`src/rtl/cl_seq_pkg.sv`:
```
package cl_seq_pkg;
    localparam logic [7:0] OP_FLUSH     = 8'h11;
    localparam logic [7:0] OP_STORE_END = 8'h12;
    localparam logic [7:0] OP_SEM_INC   = 8'h13;
    localparam logic [7:0] OP_SEM_WAIT  = 8'h14;

    localparam int NTHR       = 2;
    localparam int TH_BIN     = 0;
    localparam int TH_RND     = 1;
    localparam int WORD_BYTES = 4;

    typedef enum logic [1:0] {
        HS_CUR     = 2'd0,
        HS_END     = 2'd1,
        HS_CLR_BIN = 2'd2,
        HS_CLR_RND = 2'd3
    } host_sel_e;
endpackage

```
`src/rtl/cl_seq_addr.sv`:
```
module cl_seq_addr #(
    parameter int ADDR_W = 32
) (
    input  logic              clk,
    input  logic              rst_n,
    input  logic              ld_cur,
    input  logic              ld_end,
    input  logic [ADDR_W-1:0] wdata,
    input  logic              step,
    output logic [ADDR_W-1:0] cur_o,
    output logic              busy_o
);
    localparam logic [ADDR_W-1:0] INCR = ADDR_W'(cl_seq_pkg::WORD_BYTES);

    typedef struct packed {
        logic [ADDR_W-1:0] cur;
        logic [ADDR_W-1:0] fin;
    } addr_st_t;

    addr_st_t st_d, st_q;

    always_comb begin
        st_d = st_q;
        if (ld_cur) begin
            st_d.cur = wdata;
            st_d.fin = wdata;
        end else begin
            if (step)   st_d.cur = st_q.cur + INCR;
            if (ld_end) st_d.fin = wdata;
        end
    end

    always_ff @(posedge clk or negedge rst_n) begin
        if (!rst_n) st_q <= '0;
        else        st_q <= st_d;
    end

    assign cur_o  = st_q.cur;
    assign busy_o = (st_q.cur != st_q.fin);
endmodule

```
`src/rtl/cl_seq_sem.sv`:
```
module cl_seq_sem #(
    parameter int SEM_W = 4
) (
    input  logic             clk,
    input  logic             rst_n,
    input  logic             inc,
    input  logic             dec,
    output logic [SEM_W-1:0] cnt_o
);
    localparam logic [SEM_W-1:0] TOP = {SEM_W{1'b1}};

    logic [SEM_W-1:0] cnt_d, cnt_q;

    always_comb begin
        cnt_d = cnt_q;
        if (inc && !dec && cnt_q != TOP) cnt_d = cnt_q + 1'b1;
        else if (dec && !inc && cnt_q != '0) cnt_d = cnt_q - 1'b1;
    end

    always_ff @(posedge clk or negedge rst_n) begin
        if (!rst_n) cnt_q <= '0;
        else        cnt_q <= cnt_d;
    end

    assign cnt_o = cnt_q;
endmodule

```
`src/rtl/cl_seq.sv`:
```
module cl_seq
    import cl_seq_pkg::*;
#(
    parameter int ADDR_W = 32,
    parameter int CNT_W  = 8,
    parameter int SEM_W  = 4
) (
    input  logic                   clk,
    input  logic                   rst_n,
    input  logic                   host_we,
    input  logic                   host_thr,
    input  logic [1:0]             host_sel,
    input  logic [ADDR_W-1:0]      host_wdata,
    output logic [1:0]             fetch_req,
    output logic [1:0][ADDR_W-1:0] fetch_addr,
    input  logic [1:0]             fetch_ack,
    input  logic [1:0][31:0]       fetch_data,
    output logic [1:0]             cmd_valid,
    output logic [1:0][31:0]       cmd_word,
    output logic [1:0]             thread_busy,
    output logic [SEM_W-1:0]       sem_to_bin,
    output logic [SEM_W-1:0]       sem_to_rnd,
    output logic [CNT_W-1:0]       bin_flush_cnt,
    output logic [CNT_W-1:0]       rnd_done_cnt,
    output logic                   flush_irq
);
    typedef struct packed {
        logic             pend_inc;
        logic [CNT_W-1:0] bin_cnt;
        logic [CNT_W-1:0] rnd_cnt;
        logic             irq;
    } top_st_t;

    top_st_t st_d, st_q;

    logic [NTHR-1:0][7:0]       op;
    logic [NTHR-1:0]            live, is_wait, is_inc, sync, step, ld_cur, ld_end;
    logic [NTHR-1:0]            sem_inc, sem_dec;
    logic [NTHR-1:0][SEM_W-1:0] sem_cnt;
    logic                       bin_flush, rnd_store;

    // Thread t waits on semaphore t: 0 is filled by render, 1 by binning flushes.
    for (genvar t = 0; t < NTHR; t++) begin : g_thr
        assign op[t]      = fetch_data[t][31:24];
        assign live[t]    = fetch_req[t] && fetch_ack[t];
        assign is_wait[t] = (op[t] == OP_SEM_WAIT);
        assign is_inc[t]  = (op[t] == OP_SEM_INC);
        assign step[t]    = live[t] && !(is_wait[t] && sem_cnt[t] == '0);
        assign sem_dec[t] = step[t] && is_wait[t];
        assign ld_cur[t]  = host_we && (host_thr == t[0]) && (host_sel == HS_CUR);
        assign ld_end[t]  = host_we && (host_thr == t[0]) && (host_sel == HS_END);
        assign cmd_valid[t] = step[t] && !sync[t];
        assign cmd_word[t]  = fetch_data[t];
        assign fetch_req[t] = thread_busy[t];

        cl_seq_addr #(.ADDR_W(ADDR_W)) u_addr (
            .clk    (clk),
            .rst_n  (rst_n),
            .ld_cur (ld_cur[t]),
            .ld_end (ld_end[t]),
            .wdata  (host_wdata),
            .step   (step[t]),
            .cur_o  (fetch_addr[t]),
            .busy_o (thread_busy[t])
        );

        cl_seq_sem #(.SEM_W(SEM_W)) u_sem (
            .clk   (clk),
            .rst_n (rst_n),
            .inc   (sem_inc[t]),
            .dec   (sem_dec[t]),
            .cnt_o (sem_cnt[t])
        );
    end

    assign sync[TH_BIN] = is_wait[TH_BIN] || is_inc[TH_BIN] || (op[TH_BIN] == OP_FLUSH);
    assign sync[TH_RND] = is_wait[TH_RND] || is_inc[TH_RND] || (op[TH_RND] == OP_STORE_END);

    assign bin_flush = step[TH_BIN] && (op[TH_BIN] == OP_FLUSH);
    assign rnd_store = step[TH_RND] && (op[TH_RND] == OP_STORE_END);

    assign sem_inc[TH_BIN] = step[TH_RND] && is_inc[TH_RND];
    assign sem_inc[TH_RND] = bin_flush && st_q.pend_inc;

    always_comb begin
        st_d = st_q;
        if (ld_cur[TH_BIN] || bin_flush)        st_d.pend_inc = 1'b0;
        else if (step[TH_BIN] && is_inc[TH_BIN]) st_d.pend_inc = 1'b1;

        if (host_we && host_sel == HS_CLR_BIN) st_d.bin_cnt = '0;
        else if (bin_flush)                     st_d.bin_cnt = st_q.bin_cnt + 1'b1;

        if (host_we && host_sel == HS_CLR_RND) st_d.rnd_cnt = '0;
        else if (rnd_store)                     st_d.rnd_cnt = st_q.rnd_cnt + 1'b1;

        st_d.irq = bin_flush;
    end

    always_ff @(posedge clk or negedge rst_n) begin
        if (!rst_n) st_q <= '0;
        else        st_q <= st_d;
    end

    assign sem_to_bin    = sem_cnt[TH_BIN];
    assign sem_to_rnd    = sem_cnt[TH_RND];
    assign bin_flush_cnt = st_q.bin_cnt;
    assign rnd_done_cnt  = st_q.rnd_cnt;
    assign flush_irq     = st_q.irq;
endmodule

```
`config.mk`:
```
export PLATFORM = sky130hd
export DESIGN_NAME = cl_seq
export DESIGN_NICKNAME = d
export VERILOG_FILES = /design/src/rtl/cl_seq_pkg.sv /design/src/rtl/cl_seq_addr.sv /design/src/rtl/cl_seq_sem.sv /design/src/rtl/cl_seq.sv
export SDC_FILE = /design/constraint.sdc
export NUM_CORES = 1
export LEC_CHECK = 0
export BUFFER_PORTS_ARGS = -buffer_cell sky130_fd_sc_hd__buf_2
export CORE_ASPECT_RATIO = 0.5
export CORE_MARGIN = 3
export CORE_UTILIZATION = 57
export DETAILED_ROUTE_END_ITERATION = 8
export MAX_ROUTING_LAYER = met4
export PLACE_DENSITY_LB_ADDON = 0.15
export REMOVE_ABC_BUFFERS = 1
export SYNTH_ARGS = -nofsm -noshare
export SYNTH_HDL_FRONTEND = slang
export SYNTH_SLANG_ARGS = --single-unit
export TNS_END_PERCENT = 100
```
`constraint.sdc`:
```
create_clock -name clk -period 5.5 [get_ports clk]
set_input_delay 0.55 -clock clk [delete_from_list [all_inputs] [get_ports clk]]
set_output_delay 0.55 -clock clk [all_outputs]
set_load 0.05 [all_outputs]
```
Word level (Yosys, flattened, before mapping) --
Index checks and enable logic that the tools add are counted. W data, S select, Z words.
Storage, ports and cells: bits in registers 154, bits of input ports 104, output and inout port bits 159, word-level logic and storage cells 106
Operators by class: add/sub/neg operators 8, eq/ne operators 13, muxes and demuxes 16, bitwise logic cells 1, reductions and logical operators 58
Operators by type and width (count):
- $mux W32 | 4
- $mux W64 | 2
- $add A32 B3 Y32 const B | 2
- $ne A32 B32 Y1 | 2
- $eq A8 B5 Y1 const B | 6
- $mux W8 | 4
- $logic_and A1 B1 Y1 | 31
- $reduce_bool A2 Y1 | 9
- $add A8 B1 Y8 const B | 2
- $mux W4 | 4
- $add A4 B1 Y4 const B | 2
- $logic_not A1 Y1 | 8
- $logic_not A4 Y1 | 2
- $ne A4 B4 Y1 const B | 2
- $reduce_bool A4 Y1 | 2
- $sub A4 B1 Y4 const B | 2
- $logic_or A1 B1 Y1 | 5
- $eq A2 B2 Y1 const B | 2
- $eq A2 B1 Y1 const B | 1
- $logic_not A2 Y1 | 1
- $mux W1 | 2
- $not A1 Y1 | 1

Longest topological paths before layout --
Gate-level depths: netlist (run 1).
word-level depth 11, gate-level depth with buffers 14, mapped depth without buffers 12

Hierarchy --
A second synthesis (run 1) with hierarchy kept.
Second synthesis, totals: cell total of the unflattened synthesis 919, area, all modules 9349.0 µm²
By module, submodules not included:
- cl_seq_addr | times used 2, cells each 335, area an instance 3563.4 µm², seq. area each 1601.5 µm²
- cl_seq | times used 1, cells each 209, area an instance 1709.1 µm², seq. area each 450.4 µm²
- cl_seq_sem | times used 2, cells each 20, area an instance 256.5 µm², seq. area each 100.1 µm²

Least setup slack after synthesis (run 1) --
OpenSTA, ideal clock, no wires.
path type input to register, start in fetch_data[61] in the netlist's numbering, end reg g_thr[0].u_sem.cnt_q[3], setup time 82 ps, data arrival time 3151 ps, required time 5418 ps, slack 2268 ps, cell stages on the path 11, buffers on the path 0, cell sequence or4b_4 -> nor3_1 -> nand3_1 -> a21oi_1 -> nand3_1 -> ha_1 -> a21o_1 -> a21o_1 -> or2_0 -> mux2_2 -> mux2i_1
Between the ends: word-level cells in the longest chain between the ends 9, elaborated cells on any way between the ends 13, those cells by class eq/ne (2); mux (1); reduce/logical (10)
Ends and longest elaborated chain:
- start: declaration | line cl_seq.sv:17 | input logic [1:0][31:0] fetch_data,
- $eq A8 B5 Y1 | line cl_seq.sv:46 | assign is_wait[t] = (op[t] == OP_SEM_WAIT);
- $logic_and A1 B1 Y1 | line cl_seq.sv:48 | assign step[t] = live[t] && !(is_wait[t] && sem_cnt[t] == '0);
- $logic_not A1 Y1 | line cl_seq.sv:48
- $logic_and A1 B1 Y1 | line cl_seq.sv:48
- $logic_and A1 B1 Y1 (*) | line cl_seq.sv:82 | assign sem_inc[TH_BIN] = step[TH_RND] && is_inc[TH_RND];
- $logic_not A1 Y1 | line cl_seq_sem.sv:17 | else if (dec && !inc && cnt_q != '0) cnt_d = cnt_q - 1'b1;
- $logic_and A1 B1 Y1 (2 in a row) | line cl_seq_sem.sv:17
- $reduce_bool A2 Y1 (no source line)
- end signal: assignment | line cl_seq_sem.sv:22 | else cnt_q <= cnt_d;
- end: declaration | line cl_seq_sem.sv:12 | logic [SEM_W-1:0] cnt_d, cnt_q;
Mark *: on every way between the ends. The rest lies on a longest branch, timed or not. A chain may end at the register's enable or synchronous reset.

Worst setup path after layout (run 1) --
start reg g_thr[0].u_addr.st_q (netlist bit g_thr[0].u_addr.cur_o[30]), end reg g_thr[0].u_sem.cnt_q[3]
Between the ends: word-level cells in the longest chain between the ends 8, elaborated cells on any way between the ends 11, those cells by class eq/ne (1); mux (1); reduce/logical (9)
Ends and longest elaborated chain:
- start: declaration | line cl_seq_addr.sv:20 | addr_st_t st_d, st_q;
- start signal: assignment | line cl_seq_addr.sv:35 | else st_q <= st_d;
- $ne A32 B32 Y1 (*) | line cl_seq_addr.sv:39 | assign busy_o = (st_q.cur != st_q.fin);
- $logic_and A1 B1 Y1 (*) | line cl_seq.sv:45 | assign live[t] = fetch_req[t] && fetch_ack[t];
- $logic_and A1 B1 Y1 (*) | line cl_seq.sv:48
- $logic_and A1 B1 Y1 (*) | line cl_seq.sv:49 | assign sem_dec[t] = step[t] && is_wait[t];
- $logic_not A1 Y1 | line cl_seq_sem.sv:16 | if (inc && !dec && cnt_q != TOP) cnt_d = cnt_q + 1'b1;
- $logic_and A1 B1 Y1 (2 in a row) | line cl_seq_sem.sv:16
- $mux W4 or $reduce_bool A2 Y1 (tied branches)
Marked as above.

==> impl_metrics.py, run 1 <==
metrics = {
    "power": {
        "leakage_nw": 4.22,
        "peakVddDrop_mv": 0.237,
        "finalPower_w": 0.00431,
        "power_density_nw_per_um2": 435,
    },
    "layout": {
        "fin_nets": 1070,
        "diodes": 0,
        "layout_commonest_cell": "buf_2",
        "final_cell_mix": "165 x buf_2, 154 x dfrtp_1, 89 x xnor2_1",
        "syn_to_final_growth_pct": 6.16,
        "drive_above_1_share_pct": 31.0,
    },
    "worst_setup_path": {
        "path_max_fanout": 11,
        "worstPathRequired_ps": 5840,
        "crit_path_end_kind": "register",
        "worst-setup-path-type": "register to register",
        "cp.arrival_ps": 4050,
        "cp-start-kind": "register",
    },
    "sta": {
        "grt_setup_unrepaired": "false",
        "worst_pin_slew_ps": 1280,
        "fin_skew_ps": 19.0,
        "setup_viol": 0,
        "fin_crit_ps": 3710,
        "finalCritPeriodShare_pct": 67.5,
        "relSlewSlack_pct": 14.4,
        "finalSetupTns_ps": 0,
        "report.final.slew_viol_count": 0,
        "clock.fmax_mhz": 269,
        "fin_ws_ps": 1790,
        "finalHoldViolCount": 0,
    },
    "run": {
        "cap_violations": 0,
    },
    "yosys": {
        "yosys_warnings": 0,
        "synth_cell_type_count": 59,
        "syn_area_um2": 9320,
        "ys_ff_latch": 154,
        "synthCells": 943,
        "synthFlopType": "dfrtp_1",
        "synth-edff-count": 0,
        "synth_area_per_cell_um2": 9.89,
        "synthArstFlopShare_pct": 100,
        "synth-seq-area-share_pct": 41.3,
    },
    "routing": {
        "firstDrtPassIters": 5,
        "drt_iter0_drc": 460,
        "viasPerCell": 5.78,
        "routedWlPerCell_um": 21.4,
        "drc": 0,
        "num_vias": 6884,
        "wirelength_mm": 25.5,
        "detail-route-antenna-nets": 0,
    },
    "die": {
        "start_util_pct": 59.4,
        "row_count": 32,
        "core-area_um2": 15700,
        "die-area_um2": 18000,
        "die_y_um": 96.4,
        "num_io_pins": 263,
        "die_w_um": 187,
    },
    "clocking": {
        "tritoncts": "built",
        "cts_hold_buf": 0,
        "cts_buffer_depth": 2,
        "numCtsBuffers": 17,
        "cts_htree_levels": 4,
        "clkTransAtPathRegs_ps": 60,
        "cts_num_sinks": 154,
        "root_buffer": "clkbuf_16",
        "worst_skew_pair.late_latency_ps": 440,
        "ctsResizeCount": 0,
        "cts_setup_buffers": 0,
    },
    "global_route": {
        "grt_first_pass_wirelength_mm": 39.5,
        "antenna_found_initial": 0,
        "grt_pass1_vias": 6561,
        "grt_usage_pct": 29.7,
        "overflow": 0,
        "grt_max_degree": 61,
    },
    "run_status": {
        "status": "completed",
    },
    "placement": {
        "place_ws_ps": 1760,
        "placement.io_buffers": 166,
        "place_hpwl_mm": 18.8,
        "place_congestion": 0.855,
    },
    "hold_path": {
        "hold_class": "input port to asynchronous set/reset pin",
    },
}
critical path: stages, from the launching register on:
cell and delay, ps:
dfrtp_1 430, xnor2_1 400, nand4_1 170, nor4_1 510, a21boi_0 180, buf_4 240
nand3_1 180, nand3_1 200, ha_1 340, a21o_1 170, a21o_1 170, or2_0 230
mux2_2 270, mux2i_1 130
path summary, 6_finish.rpt:
| kind | from | end | slack, ps | cells past startpoint |
|---|---|---|---|---|
| hold / removal | rst_n | bin_flush_cnt[7]$_DFFE_PN0P_ | 70 | 1 |
| max in group asynchronous | rst_n | g_thr[1].u_addr.st_q[17]$_DFFE_PN0P_ | 4240 | 2 |
| setup reg to reg | g_thr[0].u_addr.cur_o[30]$_DFFE_PN0N_ | g_thr[0].u_sem.cnt_o[3]$_DFFE_PN0P_ | 1790 | 13 |
| min in group clk | host_wdata[1] | g_thr[1].u_addr.cur_o[1]$_DFFE_PN0P_ | 370 | 3 |
| hold reg to reg | g_thr[0].u_addr.cur_o[1]$_DFFE_PN0P_ | g_thr[0].u_addr.cur_o[1]$_DFFE_PN0P_ | 530 | 2 |
| setup / recovery | g_thr[0].u_addr.cur_o[30]$_DFFE_PN0N_ | g_thr[0].u_sem.cnt_o[3]$_DFFE_PN0P_ | 1790 | 13 |
routing by layer:
| metal | vias to the layer above | routed length (µm) | track usage [%] |
|---|---|---|---|
| met5 | - | 0 | - |
| met1 | 3393 | 11800 | 40.6 |
| met2 | 325 | 10500 | 40.4 |
| li1 | 3152 | - | - |
| met4 | 0 | 145 | 4.84 |
| met3 | 14 | 3080 | 14.1 |
synth_stat cells, types with 6 or more instances:
| master | number | area [µm²] |
|---|---|---|
| and3_1 | 13 | 81.3 |
| a21oi_1 | 23 | 115 |
| nor2_1 | 39 | 146 |
| clkbuf_1 | 24 | 90.1 |
| xnor2_1 | 89 | 780 |
| inv_1 | 9 | 33.8 |
| nand2_1 | 87 | 327 |
| o21ai_0 | 51 | 255 |
| ha_1 | 8 | 100 |
| nor4_1 | 12 | 75.1 |
| mux2_2 | 66 | 743 |
| nor3_1 | 10 | 50.1 |
| dfrtp_1 | 154 | 3850 |
| a31oi_1 | 9 | 56.3 |
| nand4_1 | 39 | 244 |
| mux2i_1 | 6 | 60.1 |
| nand2b_1 | 6 | 37.5 |
| or3_1 | 7 | 43.8 |
| buf_4 | 148 | 1110 |
| nand3_1 | 34 | 170 |
| xor2_1 | 34 | 298 |
power by group:
group          switching, W  internal [W]
clock              0.000528      0.000774
sequential         0.000286       0.00135
combinational      0.000909      0.000460
total               0.00172       0.00259
kinds of logic (layout without fill, tap and decap cells):
kind of cell,after synthesis,after routing,synth area share (%)
flip-flops,154,154,41.3
AND/OR/NAND/NOR,286,286,16.3
multiplexers,73,73,8.74
buffers and inverters,189,215,13.9
XOR/XNOR,123,123,11.6
AO/OA/AOI/OAI,108,108,6.76
adder cells (fa/ha/maj),10,10,1.50
through the flow:
stage,area (µm²),utilization (%),instances,hold WS [ps]
after floorplan,8070,-,763,254
after global placement,9260,59.0,1158,499
after detailed placement,9260,59.0,1158,509
after CTS,9900,63.1,1190,94.2
after global routing,9900,63.1,1190,99.6
final,9900,63.1,1190,74.9
area by class of cell:
type,instances,area (µm²)
inverters,9,33.8
well taps,221,277
fillers,1362,5800
repair buffers,174,897
multi-input cells,600,4200
clock buffers,18,429
flip-flops and latches,154,3850
clock inverters,14,209
state kept, by name, summed over array words and instances, names as in the netlist:
register,cells
flush_irq,1
g_thr.u_addr.st_q,64
rnd_done_cnt,8
g_thr.u_addr.cur_o,64
bin_flush_cnt,8
g_thr.u_sem.cnt_o,8
st_q,1
No activity file was read; power rests on OpenSTA's default activity.
==> run 2, diff against run 1 <==
- CORE_UTILIZATION: 57 -> 48
- clock period: 5.5 -> 3.1 ns (I/O delays scaled with it)
==> run 2 against run 1 <==
Critical path depth is the same; clock power increased by 65%; first-iteration DRC count is 24% lower; sequential power is 71% higher; via count grew 0.92%; global-route usage decreased by 4.2 points; final area is 4.6% higher; clock skew shrank 4.3 ps; register-to-register slack worse by 1800 ps; worst setup slack got worse by 1800 ps; critical path type unchanged; highest routed layer unchanged.
==> impl_metrics.py, run 2 (same netlist as run 1, synthesis figures left out) <==
metrics = {
    "placement": {
        "place_ws_ps": -75.6,
        "place_congestion": 0.842,
        "dpl-instance-area_um2": 9620,
        "placement.io_buffers": 166,
        "placed_cells": 1238,
        "place_hpwl_mm": 19.7,
    },
    "routing": {
        "routedWlPerCell_um": 20.9,
        "firstDrtPassIters": 5,
        "drc": 0,
        "wirelength_mm": 26.5,
        "num_vias": 6947,
        "viasPerCell": 5.46,
        "detail-route-antenna-nets": 0,
        "drt_iter0_drc": 349,
    },
    "sta": {
        "fin_crit_ps": 3070,
        "finalCritPeriodShare_pct": 99.1,
        "finalHoldViolCount": 0,
        "relSlewSlack_pct": 48.6,
        "setup_viol": 0,
        "fin_ws_ps": 27.7,
        "worst_pin_slew_ps": 771,
        "report.final.slew_viol_count": 0,
        "fin_skew_ps": 14.7,
        "clock.fmax_mhz": 325,
    },
    "clocking": {
        "root_buffer": "clkbuf_16",
        "clkTransAtPathRegs_ps": 80,
        "tritoncts": "built",
        "cts_buffer_depth": 2,
        "cts_htree_levels": 4,
        "worst_skew_pair.late_latency_ps": 440,
        "numCtsBuffers": 17,
        "cts_num_sinks": 154,
    },
    "global_route": {
        "grt_first_pass_wirelength_mm": 39.9,
        "grtUsageMet1_pct": 35.9,
        "overflow": 0,
        "grt_use_met2_pct": 34.5,
        "grt_usage_pct": 25.5,
        "grt_util_met3_pct": 10.3,
        "top_usage_layer": "met1",
        "antenna_found_initial": 0,
        "grt_max_degree": 80,
        "grt_pass1_vias": 6653,
    },
    "worst_setup_path": {
        "cp.arrival_ps": 3430,
        "critPathMaxStageDelay_ps": 410,
        "cp-start-kind": "register",
        "worstPathRequired_ps": 3450,
        "crit_path_cell_trace": "xnor2_2 > nand4_1 > nor4_2 > buf_4 > a21boi_4 > nand3_2 > nand3_4 > ha_4 > a21o_1 > a21o_1 > or2_1 > mux2_4 > mux2i_1",
        "crit_path_end_kind": "register",
        "worst-setup-path-type": "register to register",
        "critPathMostFrequentCell": "a21o_1",
        "crit_path_start": "g_thr[0].u_addr.cur_o[5]$_DFFE_PN0N_",
        "r2r_setup_slack_ps": 30,
        "rr_startpoint": "g_thr[0].u_addr.cur_o[5]$_DFFE_PN0N_",
        "cpMaxStageDelayCell": "dfrtp_1",
        "path_max_fanout": 4,
    },
    "layout": {
        "syn_to_final_growth_pct": 11.0,
        "final_util_pct": 55.3,
        "layout_commonest_cell": "buf_2",
        "fin_nets": 1114,
        "diodes": 0,
        "final_cell_mix": "165 x buf_2, 153 x dfrtp_1, 87 x nand2_1",
        "fill_cells": 1674,
        "instances_no_fill": 1272,
        "design_area_um2": 10300,
        "drive_above_1_share_pct": 35.2,
    },
    "power": {
        "leakage_nw": 4.48,
        "p_comb_share_pct": 35.7,
        "finalPower_w": 0.00771,
        "p_int_w": 0.00453,
        "switchingPower_w": 0.00318,
        "clkPwrFrac_pct": 27.9,
        "p_seq_share_pct": 36.4,
        "power_switching_share_pct": 41.2,
        "peakVddDrop_mv": 0.447,
        "power_density_nw_per_um2": 745,
    },
    "run": {
        "cap_violations": 0,
    },
    "die": {
        "die-area_um2": 21200,
        "row_count": 35,
        "die_y_um": 105,
        "start_util_pct": 49.9,
        "num_io_pins": 263,
        "die_w_um": 203,
        "core-area_um2": 18700,
    },
    "hold_path": {
        "min_from": "host_wdata[1]",
        "hold_class": "input port to register",
    },
    "run_status": {
        "status": "completed",
    },
}
[run 2: cell types whose count changed in the layout (fill, tap and decap cells not counted), sizes merged]
cell         change
dlygate4sd3      +1
clkinv           +1
buf             +43
bufinv           -3
clkbuf           -1
clkinvlp         -2
inv              +5
[run 2: critical path: cells and delay by family (launching register included)]
family | cells | cell delay, ps
flops | 1 | 410
xor+xnor | 1 | 250
buf+inv | 1 | 220
compound gates | 3 | 390
simple gates | 5 | 1030
fa+ha+maj | 1 | 260
mux | 2 | 410
[run 2: layout make-up]
class / instances / area (µm²) / share of cell area [%]
Clock buffer: 17 / 425 / 4.11
Clock inverter: 15 / 171 / 1.66
Inverter: 9 / 33.8 / 0.326
Multi-Input combinational cell: 600 / 4310 / 41.6
Sequential cell: 154 / 3850 / 37.2
Tap cell: 259 / 324 / 3.13
Timing Repair Buffer: 218 / 1230 / 11.9
[run 2: repair_timing]
| action | CTS | global route |
|---|---|---|
| buffers inserted | 0 | 1 |
| hold buffers | 1 | 0 |
| pin swaps | 0 | 10 |
| setup endpoints to repair | 1 | 1 |
| gates resized for setup | 3 | 16 |
| endpoints found under the hold margin | 74 | 0 |
[run 2: per-layer routing]
metal,vias up,wire [µm]
li1,3247,-
met3,24,2540
met2,257,11100
met5,-,0
met4,0,274
met1,3419,12600
[run 2: final timing paths]
kind                                                               to  depth (start not counted)
min in group asynchronous                bin_flush_cnt[7]$_DFFE_PN0P_                          2
worst max-delay path              g_thr[0].u_sem.cnt_o[3]$_DFFE_PN0P_                         13
max in group asynchronous       g_thr[0].u_addr.cur_o[16]$_DFFE_PN0N_                          3
worst min-delay path             g_thr[1].u_addr.cur_o[1]$_DFFE_PN0P_                          3
worst max register to register    g_thr[0].u_sem.cnt_o[3]$_DFFE_PN0P_                         13
worst min register to register   g_thr[1].u_addr.cur_o[1]$_DFFE_PN0P_                          2
[run 2: metrics by stage]
step | TNS, ps | hold WS, ps
after floorplan | -60960 | 14.4
after global placement | 0 | 400
after detailed placement | -75.6 | 400
after CTS | 0 | 107
after global routing | -76.6 | 114
final | 0 | 117
[run 2: power groups by stage]
stage / Sequential (W) / Combinational, W / Clock [W]
finish: 0.00280 / 0.00275 / 0.00215
global route: 0.00286 / 0.00292 / 0.00230
CTS: 0.00279 / 0.00273 / 0.00220
detailed placement: 0.00282 / 0.00270 / 0
global placement: 0.00280 / 0.00268 / 0
floorplan: 0.00364 / 0.000915 / 0
